$ cat src/rtl/dac_write_seq.sv
module dac_write_seq #(
  parameter int CODE_W = 12,
  parameter int CNT_W  = 8
) (
  input  logic              clk,
  input  logic              rst_n,
  input  logic              req_valid,
  output logic              req_ready,
  input  logic [CODE_W-1:0] req_code,
  input  logic              clr_req,
  output logic              busy,
  output logic              done,
  input  logic [CNT_W-1:0]  t_sck_hi,
  input  logic [CNT_W-1:0]  t_sck_lo,
  input  logic [CNT_W-1:0]  t_dat_su,
  input  logic [CNT_W-1:0]  t_dat_hd,
  input  logic [CNT_W-1:0]  t_sel_su,
  input  logic [CNT_W-1:0]  t_sel_hd,
  input  logic [CNT_W-1:0]  t_ld_su,
  input  logic [CNT_W-1:0]  t_ld_pw,
  input  logic [CNT_W-1:0]  t_ld_hd,
  input  logic [CNT_W-1:0]  t_clr_pw,
  output logic              dac_sel_n,
  output logic              dac_sck,
  output logic              dac_sdo,
  output logic              dac_ld_n,
  output logic              dac_clr_n
);
  localparam int BW = (CODE_W > 1) ? $clog2(CODE_W) : 1;
  localparam logic [BW-1:0] LAST_BIT = BW'(CODE_W - 1);

  typedef enum logic [2:0] {
    S_IDLE, S_SETUP, S_HIGH, S_LOW, S_TAIL, S_LOAD, S_RECOV, S_CLEAR
  } state_t;

  state_t            st;
  logic [CNT_W-1:0]  cnt;
  logic [CODE_W-1:0] shreg;
  logic [BW-1:0]     bitn;
  logic              clr_pend;
  logic              go_clr;

  function automatic logic [CNT_W-1:0] mx(input logic [CNT_W-1:0] a, input logic [CNT_W-1:0] b);
    return (a > b) ? a : b;
  endfunction

  assign go_clr    = (st == S_IDLE) && clr_pend;
  assign req_ready = (st == S_IDLE) && !clr_pend;
  assign busy      = (st != S_IDLE);
  assign dac_sck   = (st == S_HIGH);
  assign dac_sel_n = !((st == S_SETUP) || (st == S_HIGH) || (st == S_LOW) || (st == S_TAIL));
  assign dac_ld_n  = (st != S_LOAD);
  assign dac_clr_n = (st != S_CLEAR);
  assign dac_sdo   = shreg[CODE_W-1];

  always_ff @(posedge clk or negedge rst_n) begin
    if (!rst_n) begin
      st       <= S_IDLE;
      cnt      <= '0;
      shreg    <= '0;
      bitn     <= '0;
      clr_pend <= 1'b0;
      done     <= 1'b0;
    end else begin
      done     <= 1'b0;
      clr_pend <= (clr_pend && !go_clr) || clr_req;
      if (st == S_IDLE) begin
        if (clr_pend) begin
          st  <= S_CLEAR;
          cnt <= t_clr_pw;
        end else if (req_valid) begin
          st    <= S_SETUP;
          cnt   <= mx(t_sel_su, t_dat_su);
          shreg <= req_code;
          bitn  <= '0;
        end
      end else if (cnt != '0) begin
        cnt <= cnt - 1'b1;
      end else begin
        case (st)
          S_SETUP: begin
            st  <= S_HIGH;
            cnt <= mx(t_sck_hi, t_dat_hd);
          end
          S_HIGH: begin
            if (bitn == LAST_BIT) begin
              st  <= S_TAIL;
              cnt <= mx(mx(t_sel_hd, t_ld_su), t_sck_lo);
            end else begin
              st    <= S_LOW;
              cnt   <= mx(t_sck_lo, t_dat_su);
              bitn  <= bitn + 1'b1;
              shreg <= {shreg[CODE_W-2:0], 1'b0};
            end
          end
          S_LOW: begin
            st  <= S_HIGH;
            cnt <= mx(t_sck_hi, t_dat_hd);
          end
          S_TAIL: begin
            st  <= S_LOAD;
            cnt <= t_ld_pw;
          end
          S_LOAD: begin
            st  <= S_RECOV;
            cnt <= t_ld_hd;
          end
          S_RECOV: begin
            st   <= S_IDLE;
            done <= 1'b1;
          end
          default: st <= S_IDLE;
        endcase
      end
    end
  end


  sdo_hold_chk: assert property (@(posedge clk) disable iff (!rst_n)
    (dac_sck && $past(dac_sck)) |-> $stable(dac_sdo));


  sck_window_chk: assert property (@(posedge clk) disable iff (!rst_n)
    $rose(dac_sck) |-> (!dac_sel_n && dac_ld_n && dac_clr_n));


  load_after_sel_chk: assert property (@(posedge clk) disable iff (!rst_n)
    $fell(dac_ld_n) |-> ($rose(dac_sel_n) && !dac_sck));


  clear_isolated_chk: assert property (@(posedge clk) disable iff (!rst_n)
    !dac_clr_n |-> (dac_sel_n && dac_ld_n && !dac_sck && busy));


  done_single_chk: assert property (@(posedge clk) disable iff (!rst_n)
    done |=> !done);


  accept_busy_chk: assert property (@(posedge clk) disable iff (!rst_n)
    (req_valid && req_ready) |=> (busy && !req_ready));


  clear_defer_chk: assert property (@(posedge clk) disable iff (!rst_n)
    $fell(dac_clr_n) |-> $past(!busy));
endmodule

$ cat config.mk
export PLATFORM = sky130hd
export DESIGN_NAME = dac_write_seq
export DESIGN_NICKNAME = d
export VERILOG_FILES = /design/src/rtl/dac_write_seq.sv
export SDC_FILE = /design/constraint.sdc
export NUM_CORES = 1
export LEC_CHECK = 0
export CAP_MARGIN = 20
export CORE_MARGIN = 3
export CORE_UTILIZATION = 30
export CTS_BUF_LIST = sky130_fd_sc_hd__clkbuf_2 sky130_fd_sc_hd__clkbuf_4 sky130_fd_sc_hd__clkbuf_8
export CTS_CLUSTER_SIZE = 28
export DETAILED_ROUTE_END_ITERATION = 16
export PLACE_DENSITY_LB_ADDON = 0.12
export SLEW_MARGIN = 20
export SYNTH_ARGS = -nofsm -noshare
export SYNTH_HDL_FRONTEND = slang
export SYNTH_SLANG_ARGS = --single-unit
$ cat constraint.sdc
create_clock -name clk -period 2.15 [get_ports clk]
set_input_delay 0.43 -clock clk [delete_from_list [all_inputs] [get_ports clk]]
set_output_delay 0.43 -clock clk [all_outputs]
set_load 0.1 [all_outputs]
==> flow_metrics.env, run 1 <==
export IMPL_vias=4490
export IMPL_dieArea_mm2=0.01347
export IMPL_fin_crit_sh=1.491
export IMPL_via_per_inst=5.276
export IMPL_syn_inst=491
export IMPL_wl_mm=13.71
export IMPL_wl_per_cell_um=16.12
export IMPL_multi_input_area_mm2=0.003164
export IMPL_cts_buffer_depth=2
export IMPL_grt_antenna_before_repair=0
export IMPL_clock_sinks=29
export IMPL_core_area_mm2=0.01161
export IMPL_drt_pass1_iter_count=5
export IMPL_power_leakage_nw=2.886
export IMPL_diodes=0
export IMPL_seq_area_frac_synth=0.1997
export IMPL_numPortBuffers=103
export IMPL_ios=104
export IMPL_clock_latency_ps=290
export IMPL_area_sequential_um2=725.7
export IMPL_critPathMaxStageDelay_ps=320
export IMPL_drv_cap=0
export IMPL_synth_cell_types=53
export IMPL_setup_viol=24
export IMPL_hold_ws_ps=528.5
export IMPL_ir_worst_vdd_mv=0.4170
export IMPL_path_max_fanout=6
export IMPL_gr_usage_all_layers=0.1984
export IMPL_synth_async_reset_ratio=1.000
export IMPL_slew_viol_final=0
export IMPL_crit_slowest_cell="a221o_1"
export IMPL_crit_buf_inv=4
export IMPL_numCtsBuffers=5
export IMPL_die_w_um=116.1
export IMPL_cellPowerDensity_mw_per_mm2=781.0
export IMPL_num_rows=39
export IMPL_finClkSkew_ps=9.893
export IMPL_grt_ovfl_total=0
export IMPL_synth_seq_cells=29
export IMPL_end_kind="register"
export IMPL_syn_avg_cell_area_um2=7.400
export IMPL_syn_to_final_growth_pct=78.20
export IMPL_post_route_drc_count=0
export IMPL_critPathKind="input pin to register"
export IMPL_critPathArrivalTime_ps=3380
export IMPL_drive_above_1_share=0.3672
export IMPL_ant_nets=0
export IMPL_worstPathRequired_ps=2330
export IMPL_hp_class="input pin to async pin"
export IMPL_start_util=0.3129
export IMPL_synthFlopType="dfrtp_1"
export IMPL_min_period_ps=3207
export IMPL_slew_headroom=0.4645
export IMPL_syn_cell_area_mm2=0.003633
export IMPL_violations="setup timing"
export IMPL_grt_max_degree=30
export IMPL_rr_worst_depth=6
export IMPL_num_nets_final=846
export IMPL_die_h_um=116.1
export IMPL_drtIter0Drc=251
export IMPL_syn_nets=630
export IMPL_status="finished with violations"
export IMPL_fillers=1068
export IMPL_htreeDepth=2
export IMPL_cts_tree="built"
export IMPL_gp_congestion=0.8615
export IMPL_crit_chain="buf_12 -> inv_12 -> ha_4 -> nor2b_4 -> o211ai_1 -> and2_4 -> buf_6 -> o22ai_4 -> a21oi_1 -> nand2_1 -> ha_4 -> and4b_1 -> a211oi_4 -> o22ai_4 -> buf_6 -> o221ai_4 -> o2111ai_2 -> a221o_1"
export IMPL_path_depth=18
export IMPL_ys_warn_count=0
export IMPL_place_hpwl_mm=10.44
export IMPL_cp_start_kind="input pin"
export IMPL_clk_pin_slew_ps=80
export IMPL_critical_path_top_delay_family="compound AO/OA/AOI/OAI gates"
export IMPL_finalSetupTns_ps=-9714
export IMPL_grt_pass1_vias=4486
export IMPL_timing_final_ws_setup_ps=-1057
export IMPL_fmax_mhz=311.9
export IMPL_worst_pin_slew_ps=799.6
export IMPL_grt_pass1_wl_mm=21.58
export IMPL_synth_edf_count=0
export IMPL_hold_viol=0
export IMPL_root_buffer="clkbuf_8"
export IMPL_rsz0062_at_grt="true"
[power by group]
group          internal, W  total [W]  switching, W
clock             0.000460   0.000698      0.000237
sequential        0.000795   0.000985      0.000190
combinational      0.00151    0.00337       0.00186
[metal layers]
layer  wire [µm]  part of all wire  vias to the layer above  GRT usage
met5           0                 0                        -          0
met4         159             0.012                        0    0.03867
met3         786             0.057                       15    0.02663
met2        6712              0.49                      144     0.3445
met1        6056              0.44                     2098     0.2647
li1            -                 -                     2233          -
[final timing paths]
| path | startpoint | to | slack [ps] |
|---|---|---|---|
| setup reg to reg | cnt[2] | cnt[7] | -250 |
| hold reg to reg | shreg[0] | shreg[0] | 530 |
| min in group clk | shreg[0] | shreg[0] | 530 |
| setup / recovery | t_ld_su[1] | cnt[4] | -1060 |
| hold / removal | rst_n | done | 530 |
| max in group asynchronous | rst_n | cnt[3] | 1320 |
[flip-flops by register name (all words and copies together), names as in the netlist]
| signal | flops |
|---|---|
| done | 1 |
| cnt | 8 |
| clr_pend | 1 |
| bitn | 4 |
| shreg | 12 |
| st | 3 |
[metrics by stage]
stage / util / worst slack, ps / area, µm² / total power [W] / std cells
global route: 0.5575 / -1240 / 6475 / 0.005436 / 851
finish: 0.5575 / -1057 / 6475 / 0.005057 / 851
floorplan: - / -1049 / 3822 / 0.002916 / 491
CTS: 0.5366 / -1092 / 6232 / 0.004908 / 839
detailed placement: 0.4956 / -2019 / 5756 / 0.004056 / 819
global placement: 0.4956 / -1889 / 5756 / 0.003995 / 819
[placed cells by master, fill, tap and decap left out, types with 5 or more instances in the layout]
master,n
buf_4,121
clkdlybuf4s50_1,79
nand2_1,54
nor2_1,43
inv_1,35
a21oi_1,33
ha_1,30
dfrtp_1,29
nand3_1,15
o21ai_0,14
a31oi_1,14
buf_6,14
mux2i_1,13
nand4_1,11
ha_4,11
mux2_2,9
o211ai_1,8
buf_12,8
inv_2,7
nor2b_1,7
clkbuf_2,7
a21oi_2,6
nand2_2,6
o221a_2,6
o221ai_1,6
o21ai_2,5
xor2_1,5
a211oi_2,5
clkbuf_8,5
[final cells by class]
| type | instances | area share |
|---|---|---|
| sequential | 29 | 0.1121 |
| tap | 143 | 0.02763 |
| timing repair buffer | 233 | 0.3231 |
| clock inverter | 3 | 0.01005 |
| inverter | 44 | 0.02783 |
| multi-input combinational | 394 | 0.4887 |
| clock buffer | 5 | 0.01063 |
[cell usage after synthesis (all sizes together), types with 5 or more instances]
master / count / area share
nand2b: 6 / 0.010
o221ai: 9 / 0.022
a31oi: 15 / 0.026
o221a: 6 / 0.019
o211ai: 8 / 0.017
buf: 5 / 0.0062
a211oi: 10 / 0.021
nor2: 47 / 0.049
xor2: 5 / 0.012
dfrtp: 29 / 0.20
nor3: 7 / 0.013
nand3: 17 / 0.023
nand4: 11 / 0.019
a21oi: 39 / 0.054
mux2: 9 / 0.028
o21ai: 24 / 0.033
clkbuf: 19 / 0.020
mux2i: 14 / 0.039
nand2: 62 / 0.064
nor2b: 8 / 0.014
ha: 43 / 0.15
inv: 44 / 0.045
o22ai: 10 / 0.017
[cells by family after synthesis]
| group | share of synthesized area |
|---|---|
| buf+inv | 0.07128 |
| compound gates | 0.2686 |
| xor+xnor | 0.01205 |
| flops | 0.1997 |
| simple gates | 0.2338 |
| fa+ha+maj | 0.1481 |
| mux | 0.06646 |
[timing repair]
| action | CTS | global route |
|---|---|---|
| resized for setup | 82 | 66 |
| buffers inserted | 11 | 14 |
| pin swaps | 38 | 36 |
| hold buffers | 0 | 0 |
| gates cloned | 1 | 0 |
| endpoints found under the setup margin | 22 | 26 |
(Power assumes the default switching activity.)
==> run 2, diff against run 1 <==
--- a/config.mk
+++ b/config.mk
@@ -5,12 +5,13 @@
 export SDC_FILE = /design/constraint.sdc
 export NUM_CORES = 1
 export LEC_CHECK = 0
-export CAP_MARGIN = 20
+export CAP_MARGIN = 15
 export CORE_MARGIN = 3
 export CORE_UTILIZATION = 30
 export CTS_BUF_LIST = sky130_fd_sc_hd__clkbuf_2 sky130_fd_sc_hd__clkbuf_4 sky130_fd_sc_hd__clkbuf_8
 export CTS_CLUSTER_SIZE = 28
 export DETAILED_ROUTE_END_ITERATION = 16
+export GPL_TIMING_DRIVEN = 0
 export PLACE_DENSITY_LB_ADDON = 0.12
 export SLEW_MARGIN = 20
 export SYNTH_ARGS = -nofsm -noshare
==> flow_metrics.env, run 2 (synthesis gave the netlist of run 1 again) <==
export IMPL_die_w_um=116.1
export IMPL_placed_cell_area_mm2=0.005027
export IMPL_timing_final_ws_setup_ps=-1155
export IMPL_die_h_um=116.1
export IMPL_ant_nets=0
export IMPL_critPathKind="input pin to register"
export IMPL_rsz0062_at_grt="true"
export IMPL_core_area_mm2=0.01161
export IMPL_drive_above_1_share=0.3469
export IMPL_slew_viol_final=0
export IMPL_final_area_mm2=0.006210
export IMPL_worstPathRequired_ps=2330
export IMPL_largest_reg_flops=12
export IMPL_critPathArrivalTime_ps=3490
export IMPL_grt_ovfl_total=0
export IMPL_rr_worst_depth=8
export IMPL_hp_class="input pin to async pin"
export IMPL_grt_pass1_wl_mm=21.15
export IMPL_slew_headroom=0.3644
export IMPL_layout_commonest_cell="clkdlybuf4s50_1"
export IMPL_cp_start_kind="input pin"
export IMPL_clk_pin_slew_ps=70
export IMPL_root_buffer="clkbuf_8"
export IMPL_worst_pin_slew_ps=957.2
export IMPL_drv_cap=0
export IMPL_cellPowerDensity_mw_per_mm2=779.7
export IMPL_finClkSkew_ps=10.56
export IMPL_num_nets_final=801
export IMPL_place_hpwl_mm=10.10
export IMPL_htreeDepth=2
export IMPL_numCtsBuffers=5
export IMPL_drt_pass1_iter_count=4
export IMPL_ios=104
export IMPL_post_route_drc_count=0
export IMPL_diodes=0
export IMPL_wl_per_cell_um=17.18
export IMPL_grt_pass1_vias=4300
export IMPL_fin_crit_sh=1.537
export IMPL_end_kind="register"
export IMPL_r2r_start="cnt[0]"
export IMPL_vias=4399
export IMPL_placed_cells=737
export IMPL_clock_sinks=29
export IMPL_grt_antenna_before_repair=0
export IMPL_status="finished with violations"
export IMPL_top_register="shreg"
export IMPL_reg2reg_slack_ps=-240
export IMPL_num_rows=39
export IMPL_via_per_inst=5.458
export IMPL_numPortBuffers=103
export IMPL_gr_usage_all_layers=0.1955
export IMPL_wl_mm=13.85
export IMPL_ir_worst_vdd_mv=0.2922
export IMPL_syn_to_final_growth_pct=70.90
export IMPL_start_util=0.3129
export IMPL_violations="setup timing"
export IMPL_power_leakage_nw=2.669
export IMPL_hold_viol=0
export IMPL_cts_tree="built"
export IMPL_grt_max_degree=30
export IMPL_drtIter0Drc=214
export IMPL_clock_latency_ps=290
export IMPL_mostFrequentLayoutCells="clkdlybuf4s50_1, buf_4, nand2_1, inv_1, nor2_1"
export IMPL_cts_hold_buf=0
export IMPL_fin_cells=806
export IMPL_setup_viol=24
export IMPL_dieArea_mm2=0.01347
export IMPL_path_max_fanout=6
export IMPL_r2r_end="cnt[2]"
export IMPL_fmax_mhz=302.6
export IMPL_top_regs="shreg x12, cnt x8, bitn x4"
export IMPL_cts_buffer_depth=2
export IMPL_gp_congestion=0.8893
export IMPL_min_period_ps=3305
-- run 2: cell count changes in the layout (fill, tap and decap cells not counted), moves of 4 or more --
cell | previous run | this run
buf_2 | 0 | 7
buf_4 | 121 | 50
buf_8 | 0 | 6
clkbuf_1 | 0 | 8
clkbuf_4 | 0 | 6
clkdlybuf4s15_1 | 4 | 0
dfrtp_1 | 29 | 25
dfrtp_2 | 0 | 4
nand2_1 | 54 | 48
nand2_2 | 6 | 11
nor2_1 | 43 | 33
nor2_2 | 1 | 9
-- run 2: worst max-delay path, stage by stage --
cell and delay [ps]:
buf_8 100, inv_4 50, ha_4 260, nand4_1 170, buf_4 200, nor2_4 140, buf_6 110, nand2_1 60
o22ai_2 190, a21oi_2 50, nand2_2 70, ha_4 200, and4b_1 190, a211oi_2 250, o22ai_4 110, buf_8 150
o21a_1 180, o21ai_1 90, o211ai_1 180, o221a_2 280
-- run 2: power breakdown --
| group | internal [W] | switching [W] | leakage (nW) |
|---|---|---|---|
| logic | 0.00148 | 0.00184 | 2.29 |
| registers | 0.000803 | 0.000260 | 0.336 |
| clock network | 0.000223 | 0.000235 | 0.0439 |
| total | 0.00251 | 0.00234 | 2.67 |
-- run 2: layer usage --
metal | track usage | up-vias | part of all wire
met2 | 0.3379 | 112 | 0.50
li1 | - | 2160 | -
met3 | 0.02872 | 15 | 0.058
met4 | 0.04331 | 0 | 0.014
met5 | 0 | - | 0
met1 | 0.2582 | 2112 | 0.43
-- run 2: cell type report --
class	count	area, µm²
buffer	24	207.7
clock buffer	5	68.82
clock inverter	3	17.52
fill	1092	5404
inverter	44	182.7
multi-input combinational	394	3247
sequential	29	730.7
tap	143	178.9
timing repair buffer	164	1577
-- run 2: worst max-delay path by stage --
| stage | end | cells after the start | start | slack, ps |
|---|---|---|---|---|
| 2_1_floorplan | cnt[4] | 17 | t_ld_su[1] | -1050 |
| 3_3_place_gp | cnt[7] | 18 | t_ld_su[1] | -2200 |
| 3_5_place_dp | cnt[7] | 18 | t_ld_su[1] | -2280 |
| 4_1_cts | cnt[7] | 19 | t_ld_su[1] | -1110 |
| 5_1_grt | cnt[4] | 19 | t_ld_su[5] | -1260 |
| 6_report | cnt[7] | 20 | t_ld_su[6] | -1150 |
-- run 2: timing repair --
action / CTS / global route
buffers inserted: 37 / 22
setup endpoints to repair: 33 / 30
pin swaps: 39 / 34
gates resized for setup: 180 / 83
gates cloned: 4 / 0
-- run 2: through the flow --
stage	power [W]	hold WS (ps)	setup TNS, ps	util	setup WS [ps]
after floorplan	0.002916	134.4	-7927	-	-1049
after global placement	0.003645	500.8	-25580	0.4333	-2195
after detailed placement	0.003696	508.9	-26760	0.4329	-2283
after CTS	0.004476	202.2	-11520	0.4953	-1107
after global routing	0.005217	236.0	-13560	0.5347	-1257
final	0.004842	176.7	-11330	0.5347	-1155
==> run 3, diff against run 2 <==
--- a/config.mk
+++ b/config.mk
@@ -9,6 +9,7 @@
 export CORE_MARGIN = 3
 export CORE_UTILIZATION = 30
 export CTS_BUF_LIST = sky130_fd_sc_hd__clkbuf_2 sky130_fd_sc_hd__clkbuf_4 sky130_fd_sc_hd__clkbuf_8
+export CTS_CLUSTER_DIAMETER = 50
 export CTS_CLUSTER_SIZE = 28
 export DETAILED_ROUTE_END_ITERATION = 16
 export GPL_TIMING_DRIVEN = 0
==> results of run 3 <==
The final DEF is identical to that of run 2; final timing and power are the same.
